`src/rtl/tcnt_pkg.sv`:
```
package tcnt_pkg;
  localparam int unsigned DMA_FLAG_BIT  = 7;
  localparam int unsigned STAT_ZERO_BIT = 4;
  localparam int unsigned STAT_DMA_BIT  = 0;
endpackage

```
`src/rtl/tcnt_start_regs.sv`:
```
module tcnt_start_regs #(
  parameter int CNT_W  = 24,
  parameter int BYTE_W = 8,
  parameter int NB     = 3,
  parameter int AW     = 2
) (
  input  logic              clk_i,
  input  logic              rst_ni,
  input  logic              wr_en_i,
  input  logic [AW-1:0]     wr_addr_i,
  input  logic [BYTE_W-1:0] wr_data_i,
  output logic [CNT_W-1:0]  start_o,
  output logic              cnt_wr_o,
  output logic              hi_written_o
);
  localparam int HI_IDX = NB - 1;

  for (genvar i = 0; i < NB; i++) begin : g_byte
    logic [BYTE_W-1:0] b_q;
    always_ff @(posedge clk_i or negedge rst_ni) begin
      if (!rst_ni)                              b_q <= '0;
      else if (wr_en_i && wr_addr_i == AW'(i))  b_q <= wr_data_i;
    end
    assign start_o[i*BYTE_W +: BYTE_W] = b_q;
  end

  logic hi_written_q;
  always_ff @(posedge clk_i or negedge rst_ni) begin
    if (!rst_ni)                                   hi_written_q <= 1'b0;
    else if (wr_en_i && wr_addr_i == AW'(HI_IDX))  hi_written_q <= 1'b1;
  end

  assign hi_written_o = hi_written_q;
  assign cnt_wr_o     = wr_en_i && (wr_addr_i < AW'(NB));

  // once the high byte is written, the identifier stays hidden until reset
  p_hi_sticky_r6: assert property (@(posedge clk_i) disable iff (!rst_ni)
    hi_written_q |=> hi_written_q);
endmodule

```
`src/rtl/tcnt_live.sv`:
```
module tcnt_live #(
  parameter int               CNT_W     = 24,
  parameter int               DEC_W     = 8,
  parameter logic [CNT_W-1:0] ZERO_LOAD = 'h10000
) (
  input  logic             clk_i,
  input  logic             rst_ni,
  input  logic             reload_i,
  input  logic [CNT_W-1:0] start_i,
  input  logic             done_i,
  input  logic             dec_en_i,
  input  logic [DEC_W-1:0] dec_amt_i,
  output logic [CNT_W-1:0] live_o,
  output logic             zero_evt_o
);
  logic [CNT_W-1:0] live_q, live_d, dec_next, load_val, amt_ext;

  always_comb begin
    amt_ext  = CNT_W'(dec_amt_i);
    dec_next = (live_q > amt_ext) ? live_q - amt_ext : '0;
    load_val = (start_i == '0) ? ZERO_LOAD : start_i;
    if (reload_i)      live_d = load_val;
    else if (done_i)   live_d = '0;
    else if (dec_en_i) live_d = dec_next;
    else               live_d = live_q;
  end

  always_ff @(posedge clk_i or negedge rst_ni) begin
    if (!rst_ni) live_q <= '0;
    else         live_q <= live_d;
  end

  assign live_o     = live_q;
  assign zero_evt_o = !reload_i && (done_i || (dec_en_i && dec_next == '0));

  p_reload_r3: assert property (@(posedge clk_i) disable iff (!rst_ni)
    reload_i |=> live_q == (($past(start_i) == '0) ? ZERO_LOAD : $past(start_i)));
  p_sat_r7: assert property (@(posedge clk_i) disable iff (!rst_ni)
    (dec_en_i && !reload_i && !done_i) |=> live_q <= $past(live_q));
  p_done_r9: assert property (@(posedge clk_i) disable iff (!rst_ni)
    (done_i && !reload_i) |=> live_q == '0);
  p_hold_r2: assert property (@(posedge clk_i) disable iff (!rst_ni)
    (!reload_i && !done_i && !dec_en_i) |=> $stable(live_q));
endmodule

```
`src/rtl/tcnt_status.sv`:
```
module tcnt_status (
  input  logic clk_i,
  input  logic rst_ni,
  input  logic set_i,
  input  logic clr_i,
  input  logic cmd_wr_i,
  input  logic dma_flag_i,
  output logic zero_o,
  output logic dma_mode_o
);
  logic zero_q, dma_q;

  // set beats clear so a completion is never lost
  always_ff @(posedge clk_i or negedge rst_ni) begin
    if (!rst_ni)    zero_q <= 1'b0;
    else if (set_i) zero_q <= 1'b1;
    else if (clr_i) zero_q <= 1'b0;
  end

  always_ff @(posedge clk_i or negedge rst_ni) begin
    if (!rst_ni)       dma_q <= 1'b0;
    else if (cmd_wr_i) dma_q <= dma_flag_i;
  end

  assign zero_o     = zero_q;
  assign dma_mode_o = dma_q;

  p_set_r8: assert property (@(posedge clk_i) disable iff (!rst_ni)
    set_i |=> zero_q);
  p_clr_r5: assert property (@(posedge clk_i) disable iff (!rst_ni)
    (clr_i && !set_i) |=> !zero_q);
  p_dma_off_r4: assert property (@(posedge clk_i) disable iff (!rst_ni)
    (cmd_wr_i && !dma_flag_i) |=> !dma_q);
endmodule

```
`src/rtl/xfer_count_unit.sv`:
```
module xfer_count_unit #(
  parameter int                CNT_W     = 24,
  parameter int                BYTE_W    = 8,
  parameter int                DEC_W     = 8,
  parameter logic [CNT_W-1:0]  ZERO_LOAD = 'h10000,
  parameter logic [BYTE_W-1:0] CHIP_ID   = 8'h5C,
  localparam int               NB        = CNT_W / BYTE_W,
  localparam int               AW        = $clog2(NB + 1)
) (
  input  logic              clk_i,
  input  logic              rst_ni,
  input  logic              wr_en_i,
  input  logic [AW-1:0]     wr_addr_i,
  input  logic [BYTE_W-1:0] wr_data_i,
  input  logic [AW-1:0]     rd_addr_i,
  output logic [BYTE_W-1:0] rd_data_o,
  input  logic              dec_en_i,
  input  logic [DEC_W-1:0]  dec_amt_i,
  input  logic              done_i,
  output logic              tc_zero_o
);
  import tcnt_pkg::*;

  logic [CNT_W-1:0] start_cnt, live_cnt;
  logic cnt_wr, hi_written, zero_evt, dma_mode, zero_flag;
  logic cmd_wr, dma_flag, reload;

  assign cmd_wr   = wr_en_i && (wr_addr_i == AW'(NB));
  assign dma_flag = wr_data_i[DMA_FLAG_BIT];
  assign reload   = cmd_wr && dma_flag;

  tcnt_start_regs #(.CNT_W(CNT_W), .BYTE_W(BYTE_W), .NB(NB), .AW(AW)) u_start (
    .clk_i        (clk_i),
    .rst_ni       (rst_ni),
    .wr_en_i      (wr_en_i),
    .wr_addr_i    (wr_addr_i),
    .wr_data_i    (wr_data_i),
    .start_o      (start_cnt),
    .cnt_wr_o     (cnt_wr),
    .hi_written_o (hi_written)
  );

  tcnt_live #(.CNT_W(CNT_W), .DEC_W(DEC_W), .ZERO_LOAD(ZERO_LOAD)) u_live (
    .clk_i      (clk_i),
    .rst_ni     (rst_ni),
    .reload_i   (reload),
    .start_i    (start_cnt),
    .done_i     (done_i),
    .dec_en_i   (dec_en_i),
    .dec_amt_i  (dec_amt_i),
    .live_o     (live_cnt),
    .zero_evt_o (zero_evt)
  );

  tcnt_status u_stat (
    .clk_i      (clk_i),
    .rst_ni     (rst_ni),
    .set_i      (zero_evt),
    .clr_i      (cnt_wr),
    .cmd_wr_i   (cmd_wr),
    .dma_flag_i (dma_flag),
    .zero_o     (zero_flag),
    .dma_mode_o (dma_mode)
  );

  always_comb begin
    rd_data_o = '0;
    if (rd_addr_i == AW'(NB)) begin
      rd_data_o[STAT_ZERO_BIT] = zero_flag;
      rd_data_o[STAT_DMA_BIT]  = dma_mode;
    end else begin
      for (int i = 0; i < NB; i++)
        if (rd_addr_i == AW'(i)) rd_data_o = live_cnt[i*BYTE_W +: BYTE_W];
      if (rd_addr_i == AW'(NB - 1) && !hi_written) rd_data_o = CHIP_ID;
    end
  end

  assign tc_zero_o = zero_flag;

  // a count-byte write alone never moves the live count
  p_wr_no_live_r2: assert property (@(posedge clk_i) disable iff (!rst_ni)
    (cnt_wr && !dec_en_i && !done_i) |=> $stable(live_cnt));
endmodule

```
`config.mk`:
```
export PLATFORM = sky130hd
export DESIGN_NAME = xfer_count_unit
export DESIGN_NICKNAME = d
export VERILOG_FILES = /design/src/rtl/tcnt_pkg.sv /design/src/rtl/tcnt_start_regs.sv /design/src/rtl/tcnt_live.sv /design/src/rtl/tcnt_status.sv /design/src/rtl/xfer_count_unit.sv
export SDC_FILE = /design/constraint.sdc
export NUM_CORES = 1
export LEC_CHECK = 0
export ABC_CLOCK_PERIOD_IN_PS = 3800
export BUFFER_PORTS_ARGS = -buffer_cell sky130_fd_sc_hd__buf_2
export CELL_PAD_IN_SITES_DETAIL_PLACEMENT = 0
export CELL_PAD_IN_SITES_GLOBAL_PLACEMENT = 1
export CORE_MARGIN = 4
export CORE_UTILIZATION = 45
export DETAILED_ROUTE_END_ITERATION = 8
export MAX_ROUTING_LAYER = met4
export PLACE_DENSITY = 0.8
export SYNTH_ARGS = -nofsm -noshare
export SYNTH_HDL_FRONTEND = slang
export SYNTH_SLANG_ARGS = --single-unit
```
`constraint.sdc`:
```
create_clock -name clk_i -period 3.8 [get_ports clk_i]
set_input_delay 0.38 -clock clk_i [delete_from_list [all_inputs] [get_ports clk_i]]
set_output_delay 0.38 -clock clk_i [all_outputs]
set_load 0.01 [all_outputs]
```
==> Yosys cells after proc, flatten, opt, wreduce, memory -nomap -nowiden <==
Index checks and enable logic that the tools add are counted.
{ "classes": {"add_sub_neg": 1, "n_lt_le_gt_ge": 2, "eq_ne": 6, "n_mux": 15, "n_reduce_logical": 18} }
{ "ops": {"columns": ["op", "n"], "rows": [
  ["24-bit two-way mux", 5],
  ["24-bit logical NOT", 2],
  ["8-bit two-way mux", 4],
  ["24-bit by 8-bit greater-than comparator with 1-bit output", 1],
  ["24-bit by 8-bit subtractor with 24-bit output", 1],
  ["1-bit logical AND", 9],
  ["2-bit == test, second input constant", 4],
  ["3-bit two-way mux", 2],
  ["2-bit by 1-bit == test with 1-bit output, second input constant", 2],
  ["2-bit logical NOT", 2],
  ["1-bit two-way mux", 4],
  ["3-bit nonzero test", 1],
  ["1-bit logical NOT", 2],
  ["2-bit less-than comparator, second input constant", 1],
  ["2-bit nonzero test", 1],
  ["1-bit logical OR", 1]
]} }
{ "word_totals": {"regBits": 51, "input_bits": 25, "output_inout_bits": 9, "elab_cells": 49} }

==> Logic depth before layout (Yosys ltp) <==
Gate-level depths: netlist (run 1).
{ "depth": {"depth_word": 7, "mapped_depth": 12, "depth_no_buf": 11} }

==> Cells and area by module <==
From an unflattened synthesis (run 1), not the netlist that was laid out.
{ "unflattened": {"cells_unflattened": 376, "area_unflattened_um2": 3464.6} }
{ "modules_own_cells": {"columns": ["module", "n_inst", "cells_per_inst", "area_per_inst_um2", "seq_area_each_um2"], "rows": [
  ["tcnt_live", 1, 283, 2198.4, 600.6],
  ["tcnt_start_regs", 1, 54, 950.9, 625.6],
  ["xfer_count_unit", 1, 34, 239.0, 0.0],
  ["tcnt_status", 1, 5, 76.3, 50.0]
]} }

==> Least setup slack after synthesis (run 1) <==
No wires, ideal clock.
{ "synth_path": {"path_type": "input -> register", "from": "in dec_amt_i[0]", "to": "reg u_stat.zero_q (netlist: u_stat.zero_o)", "setup_ns": 0.095, "t_arrival_ns": 2.568, "required_ns": 3.705, "slack_ns": 1.137, "path_stages": 11, "n_path_buf": 1, "path_cell_list": "ha_1 > fa_1 > nand2b_1 > a21oi_1 > o32a_1 > or3_1 > buf_2 > o21ai_0 > nor4_1 > a41oi_2 > o31ai_1"} }
{ "synth_via": {"elab_chain_cells": 7, "word_cells_on_any_way": 9, "cone_classes": "add/sub (1); order compare (1); mux (2); reduce/logical (5)"} }
{ "synth_lines": {"columns": ["element", "line_no", "text"], "rows": [
  ["start: declaration", "xfer_count_unit.sv:18", "input logic [DEC_W-1:0] dec_amt_i,"],
  ["24-bit by 8-bit subtractor with 24-bit output or 24-bit by 8-bit greater-than comparator with 1-bit output (tied branches)", "tcnt_live.sv:20", "dec_next = (live_q > amt_ext) ? live_q - amt_ext : '0;"],
  ["24-bit two-way mux (*)", "tcnt_live.sv:20", null],
  ["24-bit logical NOT (*)", "tcnt_live.sv:34", "assign zero_evt_o = !reload_i && (done_i || (dec_en_i && dec_next == '0));"],
  ["1-bit logical AND (*)", "tcnt_live.sv:34", null],
  ["1-bit logical OR (*)", "tcnt_live.sv:34", null],
  ["1-bit logical AND (*)", "tcnt_live.sv:34", null],
  ["1-bit two-way mux or 2-bit nonzero test (tied branches)", null, null],
  ["end signal: assignment", "tcnt_status.sv:15", "if (!rst_ni) zero_q <= 1'b0;"],
  ["end signal: assignment", "tcnt_status.sv:16", "else if (set_i) zero_q <= 1'b1;"],
  ["end signal: assignment", "tcnt_status.sv:17", "else if (clr_i) zero_q <= 1'b0;"],
  ["end: declaration", "tcnt_status.sv:11", "logic zero_q, dma_q;"]
]} }
Mark *: on every way between the ends. The rest lies on a longest branch, timed or not.
A chain may end at the register's enable or synchronous reset.

==> Final worst setup path (run 1) <==
{ "layout_path": {"from": "reg u_live.live_q[0] (netlist: u_live.live_o[0])", "to": "reg u_live.live_q[12] (netlist: u_live.live_o[12])"} }
{ "layout_via": {"elab_chain_cells": 5, "word_cells_on_any_way": 6, "cone_classes": "add/sub (1); order compare (1); mux (4)"} }
{ "layout_lines": {"columns": ["element", "line_no", "text"], "rows": [
  ["start: declaration", "tcnt_live.sv:16", "logic [CNT_W-1:0] live_q, live_d, dec_next, load_val, amt_ext;"],
  ["start signal: assignment", "tcnt_live.sv:30", "else live_q <= live_d;"],
  ["24-bit by 8-bit subtractor with 24-bit output or 24-bit by 8-bit greater-than comparator with 1-bit output (tied branches)", "tcnt_live.sv:20", null],
  ["24-bit two-way mux (*)", "tcnt_live.sv:20", null],
  ["24-bit two-way mux (*)", "tcnt_live.sv:24", "else if (dec_en_i) live_d = dec_next;"],
  ["24-bit two-way mux (*)", "tcnt_live.sv:23", "else if (done_i) live_d = '0;"],
  ["24-bit two-way mux (*)", "tcnt_live.sv:22", "if (reload_i) live_d = load_val;"]
]} }
Mark *: on every way between the ends. The rest lies on a longest branch, timed or not. The select of a mux whose other input is x is not followed.

==> results by group, run 1 <==
Status
  – Status: complete, no violations

Synthesis
  – Mapped Cells: ~380
  – Synth async-reset ratio: 100%
  – Yosys warns: 0
  – Synthesis-stage register bit count: 51
  – Synthesized area per cell: around 8.8 um2
  – Post-synth EDFFs: 0
  – Main flop type after synthesis: dfrtp_1
  – Synthesized area: roughly 0.0033 mm2
  – Synthesized Nets: 410
  – Post-synthesis sequential area ratio: between 30% and 40%
  – Synth unique cells: 56

Place
  – Placer Congestion: between 0.9 and 1
  – Hpwl dp: roughly 7500 um
  – DP Area: between 0.003 and 0.004 mm2
  – Port Buf Inserts: 33

Floorplanning
  – Starting Density: between 40% and 50%
  – Die ar.: 0.00883 mm2
  – Cell Rows: 31
  – IO Count: 34
  – Core Region: ~0.0072 mm2
  – Die height: 94.0 um
  – Die width: 94.0 um

Worst setup path
  – FF-to-FF setup slack: ~0.82 ns
  – CP max stage cell: fa_1
  – RR Startpoint: u_live.live_o[0]
  – Critical path peak fanout: 16
  – Setup crit end kind: flop
  – Crit Reg-Reg Endpoint: u_live.live_o[12]
  – Worst Setup Start Kind: flop
  – CP required: 4.04 ns
  – Worst setup path class: flop to flop
  – Crit path cell chain: inv_1 > ha_1 > fa_1 > nand2b_1 > a21oi_1 > o32a_1 > a21boi_1 > buf_4 > nand2b_1 > nor4_1 > a21oi_1 > o21ai_0
  – Crit path DAT: between 3 and 4 ns
  – Crit path largest cell delay: 0.40 ns
  – R2R depth: 12

Cells and area
  – Layout area overhead: 11.5%
  – Area taken by multi-input logic gates: approximately 0.0019 mm2
  – Share of cells above drive strength 1: 19.6%
  – Final Cell Area: 0.00371 mm2
  – Nets: about 440
  – Fill cells: 723
  – Register area: about 0.0013 mm2
  – Diodes inserted: 0
  – Final Core Density: between 50% and 60%

Global route
  – First-pass GRT wire length: about 16000 um
  – Antenna violations before repair: 0
  – Largest net degree at the start of global routing: 52
  – Global-route usage over all layers: a little under a quarter
  – Grt ovf: 0
  – Vias in the first global route: roughly 2800

Timing
  – # setup viols final: 0
  – Clock skew: approximately 0.011 ns
  – Min Tclk post-route: slightly below 3 ns
  – Max_slew headroom: a little over a fifth
  – Unrepaired setup endpoints after global routing: no
  – Hold Fails Final Rpt: 0
  – Final Max Tran Viols: 0
  – Worst-Margin Slew: approximately 1.2 ns
  – Final Cycle Share: between 70% and 80%
  – Max Clk Rate: between 300 and 400 MHz
  – Total negative slack: 0 ns

Pwr
  – P_leak: 0.00165 uW
  – Power Dens Cells: a little under 500 mW/mm2
  – Worst IR drop on VDD: roughly 0.23 mV

Clocking
  – Postcts setup bufs: 0
  – # hold bufs at CTS: 0
  – CTS H-tree lvls: 2
  – Clk slew on worst S/H paths: 0.11 ns
  – Clock root buffer: clkbuf_8
  – Clock sink total: 51
  – CTS tree: done
  – Worst skew pair latency: approximately 0.31 ns
  – Post-cts gate resize count: 0
  – Number of CTS-inserted buffers: 5
  – CTS max path bufs: 2

Detailed routing
  – DRT iter0 DRCs: 330
  – Pre-antenna DRT Iters: 5
  – Vias/cell: between 5 and 6
  – Drc violations: 0
  – Number of routed nets with antenna violations: 0
  – Via Count: 2963
  – DRT Wirelength: ~9600 um
  – Routed length per instance: 18.8 um

Hold path
  – HP Class: input pin to asynchronous set/reset pin

Run
  – Maxcap violations: 0
-- per-stage QoR --
step | hold WS, ns | total power (uW) | worst slack [ns] | cells
after detailed placement | 0.491 | 1450 | 0.781 | 500
after floorplan | 0.0844 | 1230 | 1.14 | 376
after CTS | 0.191 | 1800 | 0.825 | 508
after global routing | 0.222 | 1920 | 0.600 | 508
final | 0.150 | 1800 | 0.818 | 508
after global placement | 0.481 | 1450 | 0.820 | 500
-- metal layers --
| metal | global-route usage (%) | share of wire [%] | vias to the layer above |
|---|---|---|---|
| met3 | 2.32 | 5.4 | 18 |
| met1 | 33.9 | 47 | 1402 |
| met2 | 36.6 | 46 | 112 |
| met5 | - | 0 | - |
| li1 | - | - | 1431 |
| met4 | 3.61 | 1.2 | 0 |
-- synthesized netlist by cell type (5+ instances only) --
master	instances	area share (%)
dfrtp_1	51	38
nor2_1	54	6.1
inv_1	13	1.5
o21ai_0	29	4.4
nor3_1	6	0.90
nor4_1	11	2.1
a21oi_1	23	3.5
a22oi_1	11	2.5
and3_1	6	1.1
mux2_2	22	7.4
clkbuf_1	12	1.4
xor2_1	7	1.8
o22ai_1	5	0.94
mux2i_1	8	2.4
nand2b_1	11	2.1
ha_1	8	3.0
nand3_1	5	0.75
nand2_1	30	3.4
-- where the power goes --
part	switching, uW	total [uW]	internal, uW
registers	132	769	637
logic	387	689	302
clock network	206	344	137
-- state kept, by name, summed over array words and instances (netlist names) --
name                  flops
u_live.live_o            24
u_start.g_byte.b_q       24
u_start.hi_written_o      1
u_stat.dma_mode_o         1
u_stat.zero_o             1
-- layout make-up --
type / instances / area share (%)
well taps: 99 / 3.34
inverters: 13 / 1.32
repair buffers: 41 / 6.07
flip-flops and latches: 51 / 34.4
multi-input cells: 296 / 52.3
clock buffers: 5 / 1.86
clock inverters: 3 / 0.742
-- worst max path at each step --
stage                     slack, ns  cells after the start             start           endpoint
after CTS                      0.83                     11  u_live.live_o[0]      u_stat.zero_o
final                          0.82                     12  u_live.live_o[0]  u_live.live_o[12]
after detailed placement       0.78                     11      dec_amt_i[0]      u_stat.zero_o
after floorplan                1.14                     11      dec_amt_i[0]      u_stat.zero_o
after global routing           0.60                     12  u_live.live_o[0]  u_live.live_o[12]
after global placement         0.82                     12      dec_amt_i[0]  u_live.live_o[12]
-- kinds of logic (layout without fill, tap and decap cells) --
group                      after synthesis  after routing  synth area share, %
xor gates and xnor gates                11             11                 2.90
buffers and inverters                   29             62                 3.38
muxes                                   32             32                 11.3
AOI/OAI and AO/OA                       98             98                 18.8
and+or+nand+nor                        146            146                 21.6
adders and majority gates                9              9                 3.61
DFF                                     51             51                 38.4
-- cells in the final DEF (no fill, tap or decap), types with 3 or more instances in the layout --
cell type,netlist,layout
a21oi_1,23,23
a22oi_1,11,11
and3_1,6,6
buf_2,3,33
buf_4,0,8
clkbuf_8,0,5
dfrtp_1,51,51
ha_1,8,8
inv_1,13,13
mux2_2,22,22
mux2i_1,8,8
nand2_1,30,30
nand2b_1,11,11
nand3_1,5,5
nand3b_1,4,4
nand4_1,4,4
nor2_1,54,54
nor3_1,6,6
nor4_1,11,11
o21ai_0,29,29
o22ai_1,5,5
o31ai_1,3,3
or3_1,4,4
xnor2_1,4,4
xor2_1,7,7
-- worst max-delay path, delay by kind of cell, from the launching register on --
family	cells	cell delay (ns)
and+or+nand+nor	3	0.62
DFF	1	0.38
adders and majority gates	2	0.60
buffers and inverters	2	0.31
AOI/OAI and AO/OA	5	1.00
Power figures use the tool's default switching activity.
==> run 2: changes to the inputs <==
--- a/config.mk
+++ b/config.mk
@@ -5,15 +5,15 @@
 export SDC_FILE = /design/constraint.sdc
 export NUM_CORES = 1
 export LEC_CHECK = 0
-export ABC_CLOCK_PERIOD_IN_PS = 3800
+export ABC_CLOCK_PERIOD_IN_PS = 2400
 export BUFFER_PORTS_ARGS = -buffer_cell sky130_fd_sc_hd__buf_2
 export CELL_PAD_IN_SITES_DETAIL_PLACEMENT = 0
 export CELL_PAD_IN_SITES_GLOBAL_PLACEMENT = 1
 export CORE_MARGIN = 4
-export CORE_UTILIZATION = 45
+export CORE_UTILIZATION = 41
 export DETAILED_ROUTE_END_ITERATION = 8
 export MAX_ROUTING_LAYER = met4
-export PLACE_DENSITY = 0.8
+export PLACE_DENSITY = 0.76
 export SYNTH_ARGS = -nofsm -noshare
 export SYNTH_HDL_FRONTEND = slang
 export SYNTH_SLANG_ARGS = --single-unit
==> constraint.sdc (replaced) <==
create_clock -name clk_i -period 2.4 [get_ports clk_i]
set_input_delay 0.24 -clock clk_i [delete_from_list [all_inputs] [get_ports clk_i]]
set_output_delay 0.24 -clock clk_i [all_outputs]
set_load 0.01 [all_outputs]
==> run 2 against run 1 <==
  * The run now ends with setup timing left
  * Utilization grew 10 points
  * Setup slack lost 1.1 ns
  * Non-clock buffer count grew 81
  * Critical path type unchanged
  * Highest routed layer unchanged
==> results by group, run 2 (same netlist as run 1, synthesis figures left out) <==
Status
  – Status: complete, but fails checks
  – Failing checks: setup timing

Hold path
  – HP Class: input pin to flop
  – Worst hold start: wr_data_i[5]

Timing
  – Total negative slack: -1.11 ns
  – Min Tclk post-route: 2.64 ns
  – Final Max Tran Viols: 0
  – # setup viols final: 9
  – Unrepaired setup endpoints after global routing: yes
  – Worst setup margin: -0.242 ns
  – Final Cycle Share: 110%
  – Hold Fails Final Rpt: 0
  – Worst-Margin Slew: about 1.2 ns
  – Clock skew: about 0.015 ns
  – Max_slew headroom: 16.8%
  – Max Clk Rate: roughly 380 MHz

Floorplanning
  – Die height: 98.1 um
  – Die width: a little under 100 um
  – Die ar.: around 0.0096 mm2
  – Core Region: between 0.007 and 0.008 mm2
  – Starting Density: between 40 and 50%
  – IO Count: 34
  – Cell Rows: 32

Pwr
  – P_leak: 0.00214 uW
  – Worst IR drop on VDD: 0.384 mV
  – Final Power: 3750 uW
  – Power Dens Cells: roughly 800 mW/mm2

Detailed routing
  – DRT iter0 DRCs: around 370
  – DRT Wirelength: ~12000 um
  – Pre-antenna DRT Iters: 5
  – Number of routed nets with antenna violations: 0
  – Via Count: roughly 3500
  – Vias/cell: around 5.8
  – Routed length per instance: around 20 um
  – Drc violations: 0

Cells and area
  – Layout area overhead: 44.9%
  – Most frequent cells in the layout: 78 x buf_4, 51 x dfrtp_1, 47 x nor2_1
  – Diodes inserted: 0
  – Nets: ~520
  – Final Cell Area: around 0.0048 mm2
  – Share of cells above drive strength 1: about 47%
  – Most common library cell in the layout ignoring fill and taps: buf_4

Clocking
  – Number of CTS-inserted buffers: 5
  – Clock sink total: roughly 50
  – CTS max path bufs: 2
  – CTS H-tree lvls: 2
  – Clock root buffer: clkbuf_8
  – CTS tree: done
  – Clk slew on worst S/H paths: ~0.11 ns
  – Worst skew pair latency: slightly above 0.3 ns

Worst setup path
  – Worst setup startpoint: u_live.live_o[4]
  – CP most frequent cell: buf_4
  – CP required: around 2.6 ns
  – Worst setup path class: flop to flop
  – CP max stage cell: dfrtp_1
  – Crit path DAT: about 2.8 ns
  – Crit path cell chain: ha_4 > or2_4 > buf_4 > o32a_1 > or3_4 > nor3_4 > mux2i_2 > buf_4 > a21o_1 > o21ai_1
  – Critical path peak fanout: 5
  – Worst Setup Start Kind: flop
  – RR Startpoint: u_live.live_o[4]
  – Crit path largest cell delay: between 0.4 and 0.5 ns
  – Setup crit end kind: flop

Global route
  – Vias in the first global route: approximately 3300
  – Grt ovf: 0
  – First-pass GRT wire length: about 18000 um
  – Global-route usage over all layers: 24.1%
  – Largest net degree at the start of global routing: 27
  – Antenna violations before repair: 0

Place
  – DP Area: roughly 0.0041 mm2
  – Placer Congestion: a little under 1
  – Hpwl dp: approximately 8600 um
  – Port Buf Inserts: 33

Run
  – Maxcap violations: 0
==> run 2: where the power goes <==
part	leakage (uW)	total (uW)	internal (uW)	switching, uW
Sequential	0.000628	1170	1010	155
Clock	0.0000489	537	212	325
Combinational	0.00147	2050	1030	1020
Total	0.00214	3750	2250	1500
==> run 2: layout make-up <==
cell class / count / area (um2)
fillers: 677 / 2990
flip-flops and latches: 51 / 1280
repair buffers: 122 / 891
clock inverters: 3 / 22.5
well taps: 102 / 128
clock buffers: 5 / 68.8
inverters: 13 / 48.8
multi-input cells: 296 / 2390
==> run 2: repair_timing <==
item                       4_1_cts  5_1_grt
pin swaps                       10       47
setup endpoints to repair       19       23
cloned                           0        1
hold endpoints to repair        24        0
buffers inserted                 2       12
resized for setup               29       77
hold buffers                     1        0
==> run 2: final timing paths <==
kind	end	slack (ns)	depth (start not counted)
setup / recovery	u_live.live_o[16]	-0.24	10
hold / removal	u_start.g_byte[2].b_q[5]	0.20	2
setup reg to reg	u_live.live_o[16]	-0.24	10
hold reg to reg	u_live.live_o[8]	0.50	2
max in group asynchronous	u_start.g_byte[2].b_q[0]	1.27	3
min in group asynchronous	u_live.live_o[23]	0.47	2
==> run 2: per-layer routing <==
metal	up-vias	wire length, um	global-route usage (%)	part of all wire (%)
met5	-	0	-	0
met4	0	265	5.75	2.3
met3	18	695	2.86	6.0
met2	137	5450	36.9	47
met1	1702	5180	34.1	45
li1	1600	-	-	-
==> run 2: metrics by stage <==
stage               hold slack (ns)  cells  util (%)  worst slack, ns
floorplan                   -0.0556    376         -          -0.0778
global placement              0.296    570      53.1           -0.226
detailed placement            0.303    570      53.1           -0.252
CTS                           0.197    581      56.2           -0.186
global route                  0.187    592      61.8           -0.353
finish                        0.200    592      61.8           -0.242
==> run 2: critical path, delay by kind of cell (launching register included) <==
family / cells / cell delay [ns]
buffers and inverters: 2 / 0.29
adder cells (fa/ha/maj): 1 / 0.19
flip-flops: 1 / 0.45
multiplexers: 1 / 0.29
AND/OR/NAND/NOR: 3 / 0.77
AO/OA/AOI/OAI: 3 / 0.51
